**src/rtl/xbs_pkg.sv**
```systemverilog
// Package: shared state encoding for the bus access sequencer.
// Assumes: nothing beyond IEEE 1800-2017.
package xbs_pkg;

    // Sequencer phases; DONE is the one-cycle completion slot.
    typedef enum logic [2:0] {
        ST_IDLE  = 3'd0,
        ST_LEAD  = 3'd1,
        ST_ACT   = 3'd2,
        ST_TRAIL = 3'd3,
        ST_DONE  = 3'd4
    } xbs_state_e;

    // Scaled lead/trail length: field shifted left once when doubling.
    function automatic logic [15:0] xbs_scale(input logic [15:0] f, input logic dbl);
        return dbl ? (f << 1) : f;
    endfunction

endpackage

```
**src/rtl/xbs_zone_sel.sv**
```systemverilog
// Module: picks the timing fields of one zone and one direction and turns
// them into phase lengths in clock cycles (doubling applied, +1 on active).
// Assumes: NZONES is a power of two so the zone index covers the table exactly;
// counter width CW holds 2*max(field)+1.
module xbs_zone_sel
    import xbs_pkg::*;
#(
    parameter int NZONES = 4,
    parameter int LEADW  = 2,
    parameter int ACTW   = 2,
    parameter int TRAILW = 2,
    parameter int CW     = 4,
    localparam int ZW    = (NZONES > 1) ? $clog2(NZONES) : 1
) (
    input  logic [ZW-1:0]            zone_i,
    input  logic                     wr_i,
    input  logic [NZONES*LEADW-1:0]  rd_lead_i,
    input  logic [NZONES*ACTW-1:0]   rd_act_i,
    input  logic [NZONES*TRAILW-1:0] rd_trail_i,
    input  logic [NZONES*LEADW-1:0]  wr_lead_i,
    input  logic [NZONES*ACTW-1:0]   wr_act_i,
    input  logic [NZONES*TRAILW-1:0] wr_trail_i,
    input  logic [NZONES-1:0]        dbl_i,
    input  logic [NZONES-1:0]        use_rdy_i,
    output logic [CW-1:0]            lead_len_o,
    output logic [CW-1:0]            act_len_o,
    output logic [CW-1:0]            trail_len_o,
    output logic                     use_rdy_o
);

    logic [LEADW-1:0]  rl_a [NZONES];
    logic [ACTW-1:0]   ra_a [NZONES];
    logic [TRAILW-1:0] rt_a [NZONES];
    logic [LEADW-1:0]  wl_a [NZONES];
    logic [ACTW-1:0]   wa_a [NZONES];
    logic [TRAILW-1:0] wt_a [NZONES];

    // Unpack the flattened per-zone field vectors into tables.
    for (genvar z = 0; z < NZONES; z++) begin : g_unpack
        assign rl_a[z] = rd_lead_i[z*LEADW +: LEADW];
        assign ra_a[z] = rd_act_i[z*ACTW +: ACTW];
        assign rt_a[z] = rd_trail_i[z*TRAILW +: TRAILW];
        assign wl_a[z] = wr_lead_i[z*LEADW +: LEADW];
        assign wa_a[z] = wr_act_i[z*ACTW +: ACTW];
        assign wt_a[z] = wr_trail_i[z*TRAILW +: TRAILW];
    end

    logic [LEADW-1:0]  sel_lead;
    logic [ACTW-1:0]   sel_act;
    logic [TRAILW-1:0] sel_trail;
    logic              sel_dbl;
    logic [15:0]       lead_sc;
    logic [15:0]       act_sc;
    logic [15:0]       trail_sc;

    // Direction and zone selection of the raw fields.
    always_comb begin
        sel_lead  = wr_i ? wl_a[zone_i] : rl_a[zone_i];
        sel_act   = wr_i ? wa_a[zone_i] : ra_a[zone_i];
        sel_trail = wr_i ? wt_a[zone_i] : rt_a[zone_i];
        sel_dbl   = dbl_i[zone_i];
        use_rdy_o = use_rdy_i[zone_i];
    end

    // Scale to cycle counts; only the programmed part of active is doubled.
    always_comb begin
        lead_sc     = xbs_scale(16'(sel_lead), sel_dbl);
        act_sc      = xbs_scale(16'(sel_act), sel_dbl) + 16'd1;
        trail_sc    = xbs_scale(16'(sel_trail), sel_dbl);
        lead_len_o  = lead_sc[CW-1:0];
        act_len_o   = act_sc[CW-1:0];
        trail_len_o = trail_sc[CW-1:0];
    end

endmodule

```
**src/rtl/xbs_phase_ctl.sv**
```systemverilog
// Module: phase state machine with one down-counter reloaded per phase.
// Lead and trail of length 0 are skipped; active is always at least one
// cycle and is stretched by one cycle per low ready sample taken in its
// final base cycle when ready use is enabled.
// Assumes: lengths are valid in the cycle start_i is high; they are latched.
module xbs_phase_ctl
    import xbs_pkg::*;
#(
    parameter int CW = 4
) (
    input  logic          clk,
    input  logic          rst_n,
    input  logic          start_i,
    input  logic [CW-1:0] lead_len_i,
    input  logic [CW-1:0] act_len_i,
    input  logic [CW-1:0] trail_len_i,
    input  logic          use_rdy_i,
    input  logic          ready_i,
    output logic          idle_o,
    output logic          busy_o,
    output logic          act_o,
    output logic          act_end_o,
    output logic          done_o
);

    xbs_state_e    state_q;
    logic [CW-1:0] cnt_q;
    logic [CW-1:0] act_q;
    logic [CW-1:0] trail_q;
    logic          rdy_q;
    logic          last_base;
    logic          wait_now;

    // Final base active cycle and the wait-state condition in it.
    always_comb begin
        last_base = (state_q == ST_ACT) && (cnt_q == '0);
        wait_now  = last_base && rdy_q && !ready_i;
        act_end_o = last_base && !wait_now;
    end

    // Phase sequencing and per-phase counting.
    always_ff @(posedge clk) begin
        if (!rst_n) begin
            state_q <= ST_IDLE;
            cnt_q   <= '0;
            act_q   <= '0;
            trail_q <= '0;
            rdy_q   <= 1'b0;
        end else begin
            case (state_q)
                ST_IDLE: begin
                    if (start_i) begin
                        act_q   <= act_len_i;
                        trail_q <= trail_len_i;
                        rdy_q   <= use_rdy_i;
                        if (lead_len_i != '0) begin
                            state_q <= ST_LEAD;
                            cnt_q   <= lead_len_i - CW'(1);
                        end else begin
                            state_q <= ST_ACT;
                            cnt_q   <= act_len_i - CW'(1);
                        end
                    end
                end
                ST_LEAD: begin
                    if (cnt_q == '0) begin
                        state_q <= ST_ACT;
                        cnt_q   <= act_q - CW'(1);
                    end else begin
                        cnt_q <= cnt_q - CW'(1);
                    end
                end
                ST_ACT: begin
                    if (cnt_q != '0) begin
                        cnt_q <= cnt_q - CW'(1);
                    end else if (!wait_now) begin
                        if (trail_q != '0) begin
                            state_q <= ST_TRAIL;
                            cnt_q   <= trail_q - CW'(1);
                        end else begin
                            state_q <= ST_DONE;
                        end
                    end
                end
                ST_TRAIL: begin
                    if (cnt_q == '0) state_q <= ST_DONE;
                    else             cnt_q   <= cnt_q - CW'(1);
                end
                default: state_q <= ST_IDLE;
            endcase
        end
    end

    // Phase decode to control outputs.
    always_comb begin
        idle_o = (state_q == ST_IDLE);
        busy_o = (state_q == ST_LEAD) || (state_q == ST_ACT) || (state_q == ST_TRAIL);
        act_o  = (state_q == ST_ACT);
        done_o = (state_q == ST_DONE);
    end

    a_r6_wait_holds_active: assert property (@(posedge clk) disable iff (!rst_n)
        wait_now |=> (state_q == ST_ACT) && (cnt_q == '0));
    a_r2_lead_leads_to_active: assert property (@(posedge clk) disable iff (!rst_n)
        (state_q == ST_LEAD) |=> (state_q == ST_LEAD) || (state_q == ST_ACT));
    a_r4_trail_leads_to_done: assert property (@(posedge clk) disable iff (!rst_n)
        (state_q == ST_TRAIL) |=> (state_q == ST_TRAIL) || (state_q == ST_DONE));

endmodule

```
**src/rtl/xbs_bus_if.sv**
```systemverilog
// Module: holds the request's address, data and direction for the access,
// drives the bus strobes and captures read data at the end of active.
// Assumes: start_i only in idle; act_end_i marks the last active cycle.
module xbs_bus_if #(
    parameter int AW = 16,
    parameter int DW = 16
) (
    input  logic          clk,
    input  logic          rst_n,
    input  logic          start_i,
    input  logic          wr_i,
    input  logic [AW-1:0] addr_i,
    input  logic [DW-1:0] wdata_i,
    input  logic          busy_i,
    input  logic          act_i,
    input  logic          act_end_i,
    input  logic [DW-1:0] bus_rdata_i,
    output logic          cs_o,
    output logic          rd_stb_o,
    output logic          wr_stb_o,
    output logic [AW-1:0] addr_o,
    output logic [DW-1:0] wdata_o,
    output logic          data_oe_o,
    output logic [DW-1:0] rdata_o
);

    logic          wr_q;
    logic [AW-1:0] addr_q;
    logic [DW-1:0] wdata_q;
    logic [DW-1:0] rdata_q;

    // Latch request fields when the access is accepted.
    always_ff @(posedge clk) begin
        if (!rst_n) begin
            wr_q    <= 1'b0;
            addr_q  <= '0;
            wdata_q <= '0;
        end else if (start_i) begin
            wr_q    <= wr_i;
            addr_q  <= addr_i;
            wdata_q <= wdata_i;
        end
    end

    // Capture bus read data at the close of the last active cycle.
    always_ff @(posedge clk) begin
        if (!rst_n)                  rdata_q <= '0;
        else if (act_end_i && !wr_q) rdata_q <= bus_rdata_i;
    end

    // Bus-side decode of the phase and direction.
    always_comb begin
        cs_o      = busy_i;
        rd_stb_o  = act_i && !wr_q;
        wr_stb_o  = act_i && wr_q;
        data_oe_o = busy_i && wr_q;
        addr_o    = addr_q;
        wdata_o   = wdata_q;
        rdata_o   = rdata_q;
    end

    a_r1_strobes_exclusive: assert property (@(posedge clk) disable iff (!rst_n)
        !(rd_stb_o && wr_stb_o));
    a_r1_strobe_inside_cs: assert property (@(posedge clk) disable iff (!rst_n)
        (rd_stb_o || wr_stb_o) |-> cs_o);
    a_r9_addr_stable: assert property (@(posedge clk) disable iff (!rst_n)
        (cs_o && $past(cs_o)) |-> ($stable(addr_o) && $stable(wdata_o)));
    a_r9_no_drive_on_read: assert property (@(posedge clk) disable iff (!rst_n)
        data_oe_o |-> !rd_stb_o);

endmodule

```
**src/rtl/xbus_access_seq.sv**
```systemverilog
// Module: top of the external bus access sequencer. Accepts one request
// when idle, selects the zone timing, sequences lead/active/trail and
// reports completion with a one-cycle done pulse.
// Assumes: configuration is static in the cycle a request is accepted;
// illegal timing values are executed as programmed.
module xbus_access_seq #(
    parameter int NZONES = 4,
    parameter int AW     = 16,
    parameter int DW     = 16,
    parameter int LEADW  = 2,
    parameter int ACTW   = 2,
    parameter int TRAILW = 2,
    localparam int ZW    = (NZONES > 1) ? $clog2(NZONES) : 1,
    localparam int MAXW  = (LEADW > ACTW) ? ((LEADW > TRAILW) ? LEADW : TRAILW)
                                          : ((ACTW > TRAILW) ? ACTW : TRAILW),
    localparam int CW    = MAXW + 2
) (
    input  logic                     clk,
    input  logic                     rst_n,
    input  logic                     req_valid_i,
    output logic                     req_ready_o,
    input  logic [ZW-1:0]            req_zone_i,
    input  logic                     req_wr_i,
    input  logic [AW-1:0]            req_addr_i,
    input  logic [DW-1:0]            req_wdata_i,
    output logic                     done_o,
    output logic [DW-1:0]            rdata_o,
    input  logic [NZONES*LEADW-1:0]  cfg_rd_lead_i,
    input  logic [NZONES*ACTW-1:0]   cfg_rd_act_i,
    input  logic [NZONES*TRAILW-1:0] cfg_rd_trail_i,
    input  logic [NZONES*LEADW-1:0]  cfg_wr_lead_i,
    input  logic [NZONES*ACTW-1:0]   cfg_wr_act_i,
    input  logic [NZONES*TRAILW-1:0] cfg_wr_trail_i,
    input  logic [NZONES-1:0]        cfg_dbl_i,
    input  logic [NZONES-1:0]        cfg_use_rdy_i,
    input  logic                     ready_i,
    input  logic [DW-1:0]            bus_rdata_i,
    output logic                     cs_o,
    output logic                     rd_stb_o,
    output logic                     wr_stb_o,
    output logic [AW-1:0]            addr_o,
    output logic [DW-1:0]            wdata_o,
    output logic                     data_oe_o
);

    logic [CW-1:0] lead_len;
    logic [CW-1:0] act_len;
    logic [CW-1:0] trail_len;
    logic          use_rdy;
    logic          idle;
    logic          busy;
    logic          act;
    logic          act_end;
    logic          start;

    // Acceptance only while idle.
    always_comb begin
        req_ready_o = idle;
        start       = idle && req_valid_i;
    end

    xbs_zone_sel #(
        .NZONES(NZONES), .LEADW(LEADW), .ACTW(ACTW), .TRAILW(TRAILW), .CW(CW)
    ) u_zone_sel (
        .zone_i     (req_zone_i),
        .wr_i       (req_wr_i),
        .rd_lead_i  (cfg_rd_lead_i),
        .rd_act_i   (cfg_rd_act_i),
        .rd_trail_i (cfg_rd_trail_i),
        .wr_lead_i  (cfg_wr_lead_i),
        .wr_act_i   (cfg_wr_act_i),
        .wr_trail_i (cfg_wr_trail_i),
        .dbl_i      (cfg_dbl_i),
        .use_rdy_i  (cfg_use_rdy_i),
        .lead_len_o (lead_len),
        .act_len_o  (act_len),
        .trail_len_o(trail_len),
        .use_rdy_o  (use_rdy)
    );

    xbs_phase_ctl #(.CW(CW)) u_phase (
        .clk        (clk),
        .rst_n      (rst_n),
        .start_i    (start),
        .lead_len_i (lead_len),
        .act_len_i  (act_len),
        .trail_len_i(trail_len),
        .use_rdy_i  (use_rdy),
        .ready_i    (ready_i),
        .idle_o     (idle),
        .busy_o     (busy),
        .act_o      (act),
        .act_end_o  (act_end),
        .done_o     (done_o)
    );

    xbs_bus_if #(.AW(AW), .DW(DW)) u_bus (
        .clk        (clk),
        .rst_n      (rst_n),
        .start_i    (start),
        .wr_i       (req_wr_i),
        .addr_i     (req_addr_i),
        .wdata_i    (req_wdata_i),
        .busy_i     (busy),
        .act_i      (act),
        .act_end_i  (act_end),
        .bus_rdata_i(bus_rdata_i),
        .cs_o       (cs_o),
        .rd_stb_o   (rd_stb_o),
        .wr_stb_o   (wr_stb_o),
        .addr_o     (addr_o),
        .wdata_o    (wdata_o),
        .data_oe_o  (data_oe_o),
        .rdata_o    (rdata_o)
    );

    a_r10_done_follows_access: assert property (@(posedge clk) disable iff (!rst_n)
        done_o |-> $past(cs_o));
    a_r10_done_single_cycle: assert property (@(posedge clk) disable iff (!rst_n)
        done_o |=> !done_o);
    a_r10_accept_only_idle: assert property (@(posedge clk) disable iff (!rst_n)
        $rose(cs_o) |-> $past(req_ready_o && req_valid_i));

endmodule

```
**config.mk**
```make
export PLATFORM = sky130hd
export DESIGN_NAME = xbus_access_seq
export DESIGN_NICKNAME = d
export VERILOG_FILES = /design/src/rtl/xbs_pkg.sv /design/src/rtl/xbs_zone_sel.sv /design/src/rtl/xbs_phase_ctl.sv /design/src/rtl/xbs_bus_if.sv /design/src/rtl/xbus_access_seq.sv
export SDC_FILE = /design/constraint.sdc
export NUM_CORES = 1
export LEC_CHECK = 0
export ABC_AREA = 1
export BUFFER_PORTS_ARGS = -buffer_cell sky130_fd_sc_hd__buf_2
export CAP_MARGIN = 10
export CORE_MARGIN = 4
export CORE_UTILIZATION = 45
export DETAILED_ROUTE_END_ITERATION = 6
export HOLD_SLACK_MARGIN = 0.1
export MAX_ROUTING_LAYER = met4
export PLACE_DENSITY_LB_ADDON = 0.1
export SYNTH_ARGS = -nofsm -noshare
export SYNTH_HDL_FRONTEND = slang
export SYNTH_HIERARCHICAL = 1
export SYNTH_SLANG_ARGS = --single-unit
```
**constraint.sdc**
```tcl
create_clock -name clk -period 5.7 [get_ports clk]
set_input_delay 0.855 -clock clk [delete_from_list [all_inputs] [get_ports clk]]
set_output_delay 0.855 -clock clk [all_outputs]
set_load 0.03 [all_outputs]
```
==> impl.org, run 1 <==
** Status
- Run status :: finished clean

** Power and ir drop
- Combinational share of power :: ~49%
- Switching power of the nets :: about 0.93 mW
- Leakage component of the power :: ~2.6 nW
- Total power after layout :: roughly 2.0 mW
- Sw Ratio :: 45.9%
- The worst-case IR drop observed on VDD is around 190 µV.
- Cell internal power was estimated by the tool at approximately 1.1 mW.
- Sequential cells burn a little under a third of the power.
- Per report_power, the clock group accounts for between 10% and 20% of the total.
- Power spread over the standard cell area amounts to roughly 430 nW/µm².

** Setup path
- STA puts the critical path data required time at between 5000 and 6000 ps.
- STA classifies the critical path endpoint as a flop.
- The worst setup path is launched from an input port.
- The critical path starts at req_zone_i[0].
- Data on the critical path arrives at its endpoint at 3360 ps.
- Worst reg2reg path startpoint :: u_phase/cnt_q[0]
- Of all nets on the critical path, the largest fanout is 29.
- The critical path is of the in -> reg type.

** Timing
- Adding up every negative setup slack in the final design gives 0 ps.
- The final critical path takes up between 50% and 60% of the cycle.
- On the final layout, the worst clock skew is ~11 ps.
- Setup violations remaining at the end of the flow were counted as 0.
- Total count of hold-check failures in the final report :: 0
- The number of max-slew violations in the final report came to 0.
- Slew at the pin closest to its max-slew limit :: around 1200 ps
- In this run the tightest slew margin relative to its limit is roughly a fifth.
- Final min period :: between 3000 and 4000 ps
- Fmax :: 319 MHz
- Setup repair after global routing left no endpoint under its margin.

** Clocking
- Post-cts gate resize count :: 0
- Post-CTS Hold Buffers :: 0
- Number of buffers inserted by post-CTS setup repair :: 0
- Number of clock buffers inserted by TritonCTS :: 9
- The H-tree was split into 3 levels.
- The longest clock path from root to sink contains 2 buffers.
- Clock tree root buffer cell :: clkbuf_8
- TritonCTS clock tree :: done
- At the later pin of the worst-skew pair, clock insertion delay measures about 330 ps.
- Sinks on Clock Net :: between 60 and 70
- After clock tree synthesis, the clock-pin slew on the worst setup and hold paths is 70 ps.

** Synth
- For this run, asynchronously set or reset flops after synthesis account for 0%.
- Top-area cell type share of the netlist area :: between 30 and 40%
- By area the synthesized netlist is led by dfxtp_1, nor2_1, nand2_1.
- nor2_1 is the most common cell in the netlist.
- Number of flops mapped to enable cells by yosys :: 0
- Sequential cell area fraction in the yosys report :: 34.3%
- Average size of a mapped cell :: between 6 and 7 µm²
- Post-synthesis sequential element count :: between 60 and 70
- By count the netlist is led by nor2_1, nand2_1, inv_1, dfxtp_1, o21ai_0.
- Post-synth top area cell :: dfxtp_1
- During synthesis, Yosys emitted a total of 6 warnings.
- Most used flip-flop cell after synthesis :: dfxtp_1
- In the synthesized netlist, the number of instances is 600.
- Distinct cells, synth :: 33
- Summing every instance area after synthesis gives approximately 3800 µm².

** Placement
- The wire-length estimate of the detail-placed layout is 7870 µm.
- The congestion estimate from routability-driven global placement came to 0.888.
- During placement, the flow inserted port buffers numbering 164.

** GRT
- Largest net degree at the start of global routing :: 64
- The first global-routing pass estimated around 17,000 µm of wire.
- The via count of the first global-routing pass is ~3,900.
- Initial antenna violation count :: 0
- All-layer global routing usage :: a little over a fifth
- Summed over all layers, the global routing overflow is 0.

** Run
- Across the run, the number of max-cap violations was 0.

** Route
- In the final routed layout, each cell accounts on average for 12.2 µm.
- The routed design has ~10,000 µm of wire.
- After detailed routing, the number of vias per cell comes to between 4 and 5.
- Once detail routing completed, the nets flagged for antenna violations numbered 0.
- After the first detailed-routing iteration, the DRC count stood at 181.
- Total number of vias :: between 4,000 and 5,000
- Remaining routing DRC violations :: 0
- DRT Pass-1 Iters :: 5

** Min path
- In this run the most critical hold path is launched from u_phase/act_q[3].
- Classification of the worst-slack hold path :: reg -> reg

** Cells and area
- Layout net count :: a little under 900
- The multi-input combinational cells in the finished layout cover a total of just under 2000 µm².
- After filler insertion, the fill cell instance count of the layout stands at slightly below 900.
- Diodes inserted :: 0
- Total area of sequential cells :: roughly 1300 µm²
- From synthesis to final layout, the design area changed by 24.8%.
- Fraction of layout instances using a drive strength above 1 :: a little over a quarter

** Floorplan
- around 170 I/O pins were placed.
- In this run the standard cell core region covers 8220 µm².
- Die ar. :: about 10000 µm²
- Die Height :: 99.8 µm
- Measured along the x axis, the die boundary spans around 100 µm.
- Initial Util :: between 40% and 50%
- The floorplan has 33 rows.
-- routing by layer --
layer | track usage, % | wire, µm | vias up | share of wire [%]
met1 | 27.5 | 4630 | 1819 | 44
met4 | 5.46 | 118 | 0 | 1.1
met5 | - | 0 | - | 0
met3 | 4.70 | 801 | 8 | 7.6
met2 | 34.6 | 4950 | 142 | 47
li1 | - | - | 2164 | -
-- power by group through the flow --
stage / Combinational (mW) / Sequential (mW) / Clock (mW)
finish: 1.00 / 0.643 / 0.383
global route: 1.13 / 0.659 / 0.418
CTS: 1.01 / 0.643 / 0.400
detailed placement: 1.00 / 0.652 / 0
global placement: 0.994 / 0.648 / 0
floorplan: 0.615 / 0.806 / 0
-- worst max-delay path, stage by stage --
cell	delay, ps
buf_2	390
inv_2	300
nand2_1	130
nand2_1	90
mux2i_4	270
inv_2	100
nand3_1	90
nand2_1	110
nor2_1	220
nand3_1	120
nand2_1	70
inv_1	60
ha_1	200
o21ai_0	160
nand2_1	70
nor2_1	100
nor2_1	40
-- layout make-up --
type / instances / area share (%)
Clock inverter: 7 / 1.48
Inverter: 77 / 6.11
Tap cell: 105 / 2.78
Timing Repair Buffer: 165 / 17.5
Multi-Input combinational cell: 430 / 42.0
Sequential cell: 65 / 27.5
Clock buffer: 9 / 2.62
-- kinds of logic after synthesis --
group / Yosys count / share of synthesized area (%)
and+or+nand+nor: 327 / 36.1
buffers and inverters: 107 / 13.4
AOI/OAI and AO/OA: 90 / 12.7
DFF: 65 / 34.3
adders and majority gates: 6 / 1.98
xor gates and xnor gates: 3 / 0.694
other: 1 / 0.0990
muxes: 1 / 0.594
-- through the flow --
step	setup slack (ps)	util [%]	instances	instance area, µm²	hold WS, ps
6_report	2560	57.6	858	4730	477
5_1_grt	2270	57.6	858	4730	506
4_1_cts	2640	57.6	858	4730	478
3_5_place_dp	2280	55.2	842	4540	467
3_3_place_gp	2400	55.2	842	4540	457
2_1_floorplan	3120	-	602	3800	421
-- placed cells by master (no fill, tap or decap), drive strengths merged --
| master | n |
|---|---|
| buf | 165 |
| nor2 | 162 |
| nand2 | 99 |
| inv | 77 |
| o21ai | 70 |
| dfxtp | 65 |
| nand3 | 61 |
| a21oi | 14 |
| clkbuf | 9 |
| ha | 6 |
| clkinv | 5 |
| o22ai | 4 |
| xnor2 | 3 |
| conb | 3 |
| nor3 | 2 |
| bufinv | 1 |
| clkinvlp | 1 |
| or2 | 1 |
| a21boi | 1 |
| o211ai | 1 |
| nor4 | 1 |
| nand4 | 1 |
| mux2i | 1 |
-- registers in the layout (all words and copies together), names as in the netlist --
name / flops
u_bus/wr_q: 1
u_phase/cnt_q: 4
u_phase/trail_q: 4
u_bus/rdata_o: 16
u_bus/addr_o: 16
u_phase/act_q: 4
u_phase/rdy_q: 1
u_bus/wdata_o: 16
u_phase/state_q: 3
-- path summary, 6_finish.rpt --
check | endpoint | slack, ps | cells after the start
hold reg to reg | u_phase/act_q[3] | 480 | 2
setup reg to reg | u_bus/rdata_o[2] | 3030 | 10
setup / recovery | u_phase/cnt_q[2] | 2560 | 17
hold / removal | u_phase/act_q[3] | 480 | 2
No activity file was read; power rests on OpenSTA's default activity.
==> run 2, diff against run 1 <==
Clock period 5.7 ns to 3.3 ns, I/O delays scaled along.
==> run 2 against run 1 <==
Against the previous run: non-clock buffer count grew 2; total power grew 83%; clock power grew 120%; critical path type unchanged.
==> impl.org, run 2 (synthesis gave the netlist of run 1 again) <==
** Status
- The run finished with clean final reports.

** Setup path
- Critical path depth :: 17
- CP Data Arrival Time :: between 2000 and 3000 ps
- Worst path bufs/invs :: 4
- Sequence of cells on the critical path :: buf_2 -> inv_2 -> nand2_1 -> nand2_1 -> mux2i_4 -> inv_2 -> nand3_1 -> nand2_1 -> nor2_1 -> nand3_1 -> nand2_1 -> inv_1 -> ha_1 -> o21ai_0 -> nand2_1 -> nor2_1 -> nor2_1
- Of all nets on the critical path, the largest fanout is 28.
- The slowest stage of the critical path belongs to the cell mux2i_4.
- Number of cell instances on the worst register-to-register path :: 8
- Type of origin of the critical path :: input port
- Data required time of the worst path :: between 3000 and 4000 ps
- The critical path in this run is classified as in -> reg.
- Grouping stages by cell kind, the critical path spends the most delay in simple AND/OR/NAND/NOR gates.
- Cell seen most often among critical-path stages :: nand2_1
- Highest cell delay on the worst timing path :: ~280 ps
- The worst setup path is captured at a flop.

** Timing
- Adding up every negative setup slack in the final design gives 0 ps.
- The worst pin sits at a relative slew slack of between 30% and 40%.
- Total count of hold-check failures in the final report :: 0
- Slew at the pin closest to its max-slew limit :: 1000 ps
- Number of pins exceeding their max-slew limit in the final report :: 0
- Final critical-path share of the clock period :: around three quarters
- Final min period :: between 2000 and 2500 ps
- Final Setup Violations :: 0
- Timing would allow up to slightly above 400 MHz.
- Layout Skew :: around 14 ps
- RSZ-0062 raised after global routing :: false

** Power and ir drop
- Pwr dens :: 770 nW/µm²
- Maximum vdd ir drop :: roughly 350 µV
- The analysis attributes to cell leakage a power of 2.61 nW.

** Cells and area
- Area used by multi-input combinational logic :: ~2000 µm²
- Most common cell after layout, fill and taps aside :: buf_2
- Measured on the finished design, the core utilization comes to 58.5%.
- In the final layout, flip-flops and latches occupy roughly 1300 µm².
- In the final layout, the share of cells above drive strength 1 is between 20 and 30%.
- The number of antenna diodes in the final layout is 0.
- Leaving out fill and tap cells, the most frequent cells in the layout are buf_2, nor2_1, nand2_1.
- Counting the fill cells in the layout gives roughly 800.
- Compared with the post-synthesis result, the final layout area differs by 26.8%.
- Layout net count :: a little under 900

** Placement
- Final Wtd Congestion :: between 0.8 and 0.9
- The HPWL after detailed placement is ~8000 µm.
- The count of buffers added on input and output ports is 164.

** Min path
- Classification of the worst-slack hold path :: in -> reg
- The worst hold path passes through 3 cells.

** Route
- Post-detailed-route count of antenna-violating nets :: 0
- In the routed design, unresolved DRC markers number 0.
- Dividing the detail-routed wire length by the instance count gives 12.4 µm.
- DRT Pass-1 Iters :: 5
- Detailed routing inserted a total of ~4,200 vias.
- Drt initial violations :: ~170
- After detailed routing, the total wire length is 10,600 µm.
- In the routed layout, each cell is associated on average with a via count of approximately 5.

** GRT
- The initial antenna violation count was 0.
- Summed over all layers, the global routing overflow is 0.
- Global routing used between 20% and 30% of the available tracks.
- Number of global-route vias before repair :: 3,857
- The first global-routing pass estimated 17,100 µm of wire.
- Entering global routing, the biggest net connects 64 pins.

** Floorplan
- The floorplan step defined a die boundary enclosing between 9000 and 10,000 µm².
- Placeable core region :: 8220 µm²
- Die boundary width :: between 90 and 100 µm
- The die is about 100 µm tall.
- Initial Util :: between 40% and 50%
- Std cell rows :: 33
- Count of boundary I/O pins :: 165

** Clocking
- Clk buf depth :: 2
- The clock reaches the later pin of the worst-skew pair after roughly 340 ps.
- Clock tree root buffer cell :: clkbuf_8
- Sinks on Clock Net :: 65
- Gates resized during post-CTS repair numbered 0.
- H-tree levels :: 3
- Number of clock buffers inserted by TritonCTS :: 9
- Once the clock tree was built, the setup fixing pass inserted 0 buffers.
- Clock-pin slew was measured on the worst setup and hold paths at approximately 80 ps.
- In this run, post-CTS hold repair placed 0 buffers.
- TritonCTS clock tree :: done

** Run
- Max-cap violations :: 0
run 2: changes by cell type in the layout (fill, tap and decap cells not counted):
cell	previous run	this run
inv_6	1	0
buf_4	1	3
clkinv_2	3	0
clkinv_4	1	2
clkbuf_8	9	10
bufinv_16	1	3
run 2: path summary, 6_finish.rpt:
check	from	endpoint	slack [ps]
max	req_zone_i[0]	u_phase/cnt_q[2]	830
min	req_wdata_i[2]	u_bus/wdata_o[2]	380
max reg2reg	u_phase/state_q[1]	u_bus/addr_o[2]	1170
min reg2reg	u_phase/act_q[3]	u_phase/act_q[3]	480
run 2: worst min-delay path: stages:
cell and delay (ps):
buf_2 70, nor2_1 30, nor2_1 80
run 2: where the power goes:
part,internal [mW],total (mW),switching [mW],leakage (nW)
Clock,0.525,0.845,0.320,0.123
Combinational,0.555,1.74,1.19,1.96
Sequential,0.994,1.11,0.118,0.535
run 2: through the flow:
stage | setup slack [ps] | power, mW | cell area (µm²) | instances | hold WS [ps]
6_report | 829 | 3.70 | 4800 | 860 | 377
3_5_place_dp | 478 | 2.87 | 4550 | 844 | 469
5_1_grt | 462 | 3.99 | 4800 | 860 | 361
3_3_place_gp | 595 | 2.85 | 4550 | 844 | 457
2_1_floorplan | 1080 | 2.45 | 3800 | 602 | 421
4_1_cts | 864 | 3.73 | 4800 | 860 | 355
run 2: routing by layer:
| metal | vias up | global-route usage [%] | share of wire (%) |
|---|---|---|---|
| met4 | 0 | 5.46 | 1.3 |
| met1 | 1859 | 27.7 | 43 |
| li1 | 2176 | - | - |
| met3 | 11 | 4.77 | 7.4 |
| met5 | - | - | 0 |
| met2 | 152 | 34.0 | 48 |
run 2: final cells by class:
class | instances | area share, %
Multi-Input combinational cell | 430 | 41.3
Sequential cell | 65 | 27.1
Timing Repair Buffer | 167 | 17.6
Inverter | 77 | 6.02
Clock buffer | 10 | 2.87
Tap cell | 105 | 2.74
Clock inverter | 6 | 2.40
==> run 3, diff against run 2 <==
Clock period 3.3 ns to 2.4 ns, I/O delays scaled along.
==> run 3 against run 2 <==
Against the previous run: cell count up 1.6%; total power up 35%; non-clock buffer count up 14; flip-flop and latch count unchanged; final area up 1.8%; sequential share of layout area down 0.47 points; register-to-register slack worse by 700 ps; first-iteration DRC count down 27%; utilization up 1.0 points; worst hold slack worse by 140 ps.
==> impl.org, run 3 (synthesis gave the netlist of run 1 again) <==
** Status
- The run finished with clean final reports.

** GRT
- Global routing used 22.2% of the available tracks.
- The via count of the first global-routing pass came to ~4,000.
- First-pass GRT wire length :: approximately 18,000 µm
- Initial antenna violation count :: 0
- Residual overflow from global routing :: 0
- Largest net degree at the start of global routing :: 30

** Setup path
- Crit path max-delay family :: simple AND/OR/NAND/NOR gates
- The worst setup path is captured at an output port.
- Type of the setup path with the least slack :: reg -> out
- For the worst setup path, the data arrival time is about 1700 ps.
- STA classifies the critical path startpoint as a flop.
- The critical path contains buffers and inverters numbering 2 combined.
- On the worst path, the slowest cell contributes a delay of between 400 and 500 ps.
- The most numerous cell type found on the critical path is nor2_1.
- Highest-delay cell along the critical path :: nor2_1
- Data required time of the worst path :: roughly 2000 ps
- Reg-to-reg slack, setup :: 470 ps
- Critical Path Fanout Max :: 8
- Traced cell by cell, the critical path runs through nor2_1 -> nor2_1 -> nand2_1 -> inv_1 -> buf_2.

** Floorplan
- The initialized floorplan defines 33 standard-cell rows.
- Die ar. :: 9950 µm²
- The initial utilization of the core area, before any placement, comes to 46.1%.
- Die Height :: 99.8 µm
- In this run the count of I/O pins placed on the die edge is 165.
- Die boundary width :: approximately 100 µm
- Placeable core region :: slightly above 8000 µm²

** Timing
- Final Setup Violations :: 0
- RSZ-0062 raised after global routing :: false
- Worst-case headroom to the max-slew limit :: about 60%
- For the pin with the worst max-slew slack, the measured transition is about 600 ps.
- Number of pins exceeding their max-slew limit in the final report :: 0
- Tightest hold margin :: ~240 ps
- Total count of hold-check failures in the final report :: 0
- Layout Skew :: about 17 ps
- Final sum of negative setup slack :: 0 ps
- Counting I/O delays and the setup requirement, the final critical path takes roughly 2000 ps.
- Fmax :: 490 MHz
- Final critical-path share of the clock period :: between 80% and 90%

** Cells and area
- Total non-filler cell area in the finished layout :: slightly below 5000 µm²
- Diodes inserted :: 0
- The top cell types in the final layout, fill and taps aside, are buf_2, nor2_1, nand2_1.
- Of the cells placed in the final design, the portion with a size suffix greater than 1 is roughly 29%.
- The area growth from synthesis to layout is 29.0%.
- Filler-free cell count of the finished design :: 874
- Layout net count :: ~880
- Leaving out fill and tap cells, the most frequent cell in the layout is buf_2.

** Clocking
- The H-tree was split into 3 levels.
- TritonCTS built the clock tree.
- Post-cts gate resize count :: 0
- Clock tree root buffer cell :: clkbuf_8
- Clock latency on the worst-skew pair :: between 300 and 400 ps
- Clk buf depth :: 2
- Clock transition at the registers of the reported paths :: roughly 80 ps
- In this run the post-CTS setup repair buffer count came out at 0.
- Post-CTS Hold Buffers :: 0
- Number of clock buffers inserted by TritonCTS :: 9
- The tree built by TritonCTS fans out to 65 sinks.

** Placement
- PortBufs :: around 160
- Detailed Place HPWL :: between 8000 and 9000 µm
- The congestion estimate from routability-driven global placement came to between 0.8 and 0.9.
- Post-Place Cell Area :: ~4700 µm²
- Cell total after placement :: between 800 and 900

** Power and ir drop
- Power spread over the standard cell area amounts to a little over 1000 nW/µm².
- Power comes to 5.00 mW.
- Maximum vdd ir drop :: between 400 and 500 µV
- Leakage component of the power :: 2.67 nW

** Route
- Total number of vias :: a little over 4,000
- Average via count per standard cell :: roughly 4.7
- DRT Pass-1 Iters :: 4
- Dividing the detail-routed wire length by the instance count gives 12.1 µm.
- Drt total wl :: around 11,000 µm
- Post-detailed-route count of antenna-violating nets :: 0
- Remaining routing DRC violations :: 0
- In this run, the number of DRC markers left after iteration 0 of detailed routing was 127.

** Min path
- Classification of the worst-slack hold path :: in -> reg

** Run
- Across the run, the number of max-cap violations was 0.
run 3: changes by cell type in the layout (fill, tap and decap cells not counted):
cell / before / now
buf_12: 0 / 1
buf_4: 3 / 16
bufinv_16: 3 / 2
clkbuf_1: 0 / 1
clkbuf_8: 10 / 9
clkinvlp_4: 1 / 2
run 3: stage by stage:
stage,setup WS (ps),util [%]
floorplan,315,-
global route,183,59.5
finish,358,59.5
global placement,134,56.8
CTS,328,59.5
detailed placement,86.2,56.8
run 3: area by class of cell:
| type | count | area [µm²] |
|---|---|---|
| Clock inverter | 6 | 92.6 |
| Inverter | 77 | 289 |
| Sequential cell | 65 | 1300 |
| Clock buffer | 10 | 128 |
| Multi-Input combinational cell | 430 | 1990 |
| Fill cell | 810 | 3330 |
| Tap cell | 105 | 131 |
| Timing Repair Buffer | 181 | 961 |
run 3: power by group:
group / total (mW) / switching [mW] / internal, mW
clock: 1.02 / 0.434 / 0.588
combinational: 2.44 / 1.63 / 0.814
sequential: 1.53 / 0.164 / 1.37
run 3: final timing paths:
| kind | start | end | cells past startpoint |
|---|---|---|---|
| worst min register to register | u_phase/act_q[3] | u_phase/act_q[3] | 2 |
| worst max-delay path | u_phase/state_q[1] | data_oe_o | 5 |
| worst min-delay path | req_wdata_i[12] | u_bus/wdata_o[12] | 3 |
| worst max register to register | u_phase/cnt_q[0] | u_bus/rdata_o[11] | 10 |
run 3: layer usage:
metal | global-route usage [%] | up-vias | part of all wire [%]
met3 | 5.96 | 9 | 6.7
met4 | 5.36 | 0 | 0.74
met1 | 27.0 | 1815 | 45
met2 | 36.5 | 120 | 47
met5 | - | - | 0
li1 | - | 2195 | -
run 3: worst reg2reg max path, delay by kind of cell, from the launching register on:
family                   cells  cell delay (ps)
adder cells (fa/ha/maj)      1              200
buffers and inverters        2              190
flip-flops                   1              330
AND/OR/NAND/NOR              7             1130
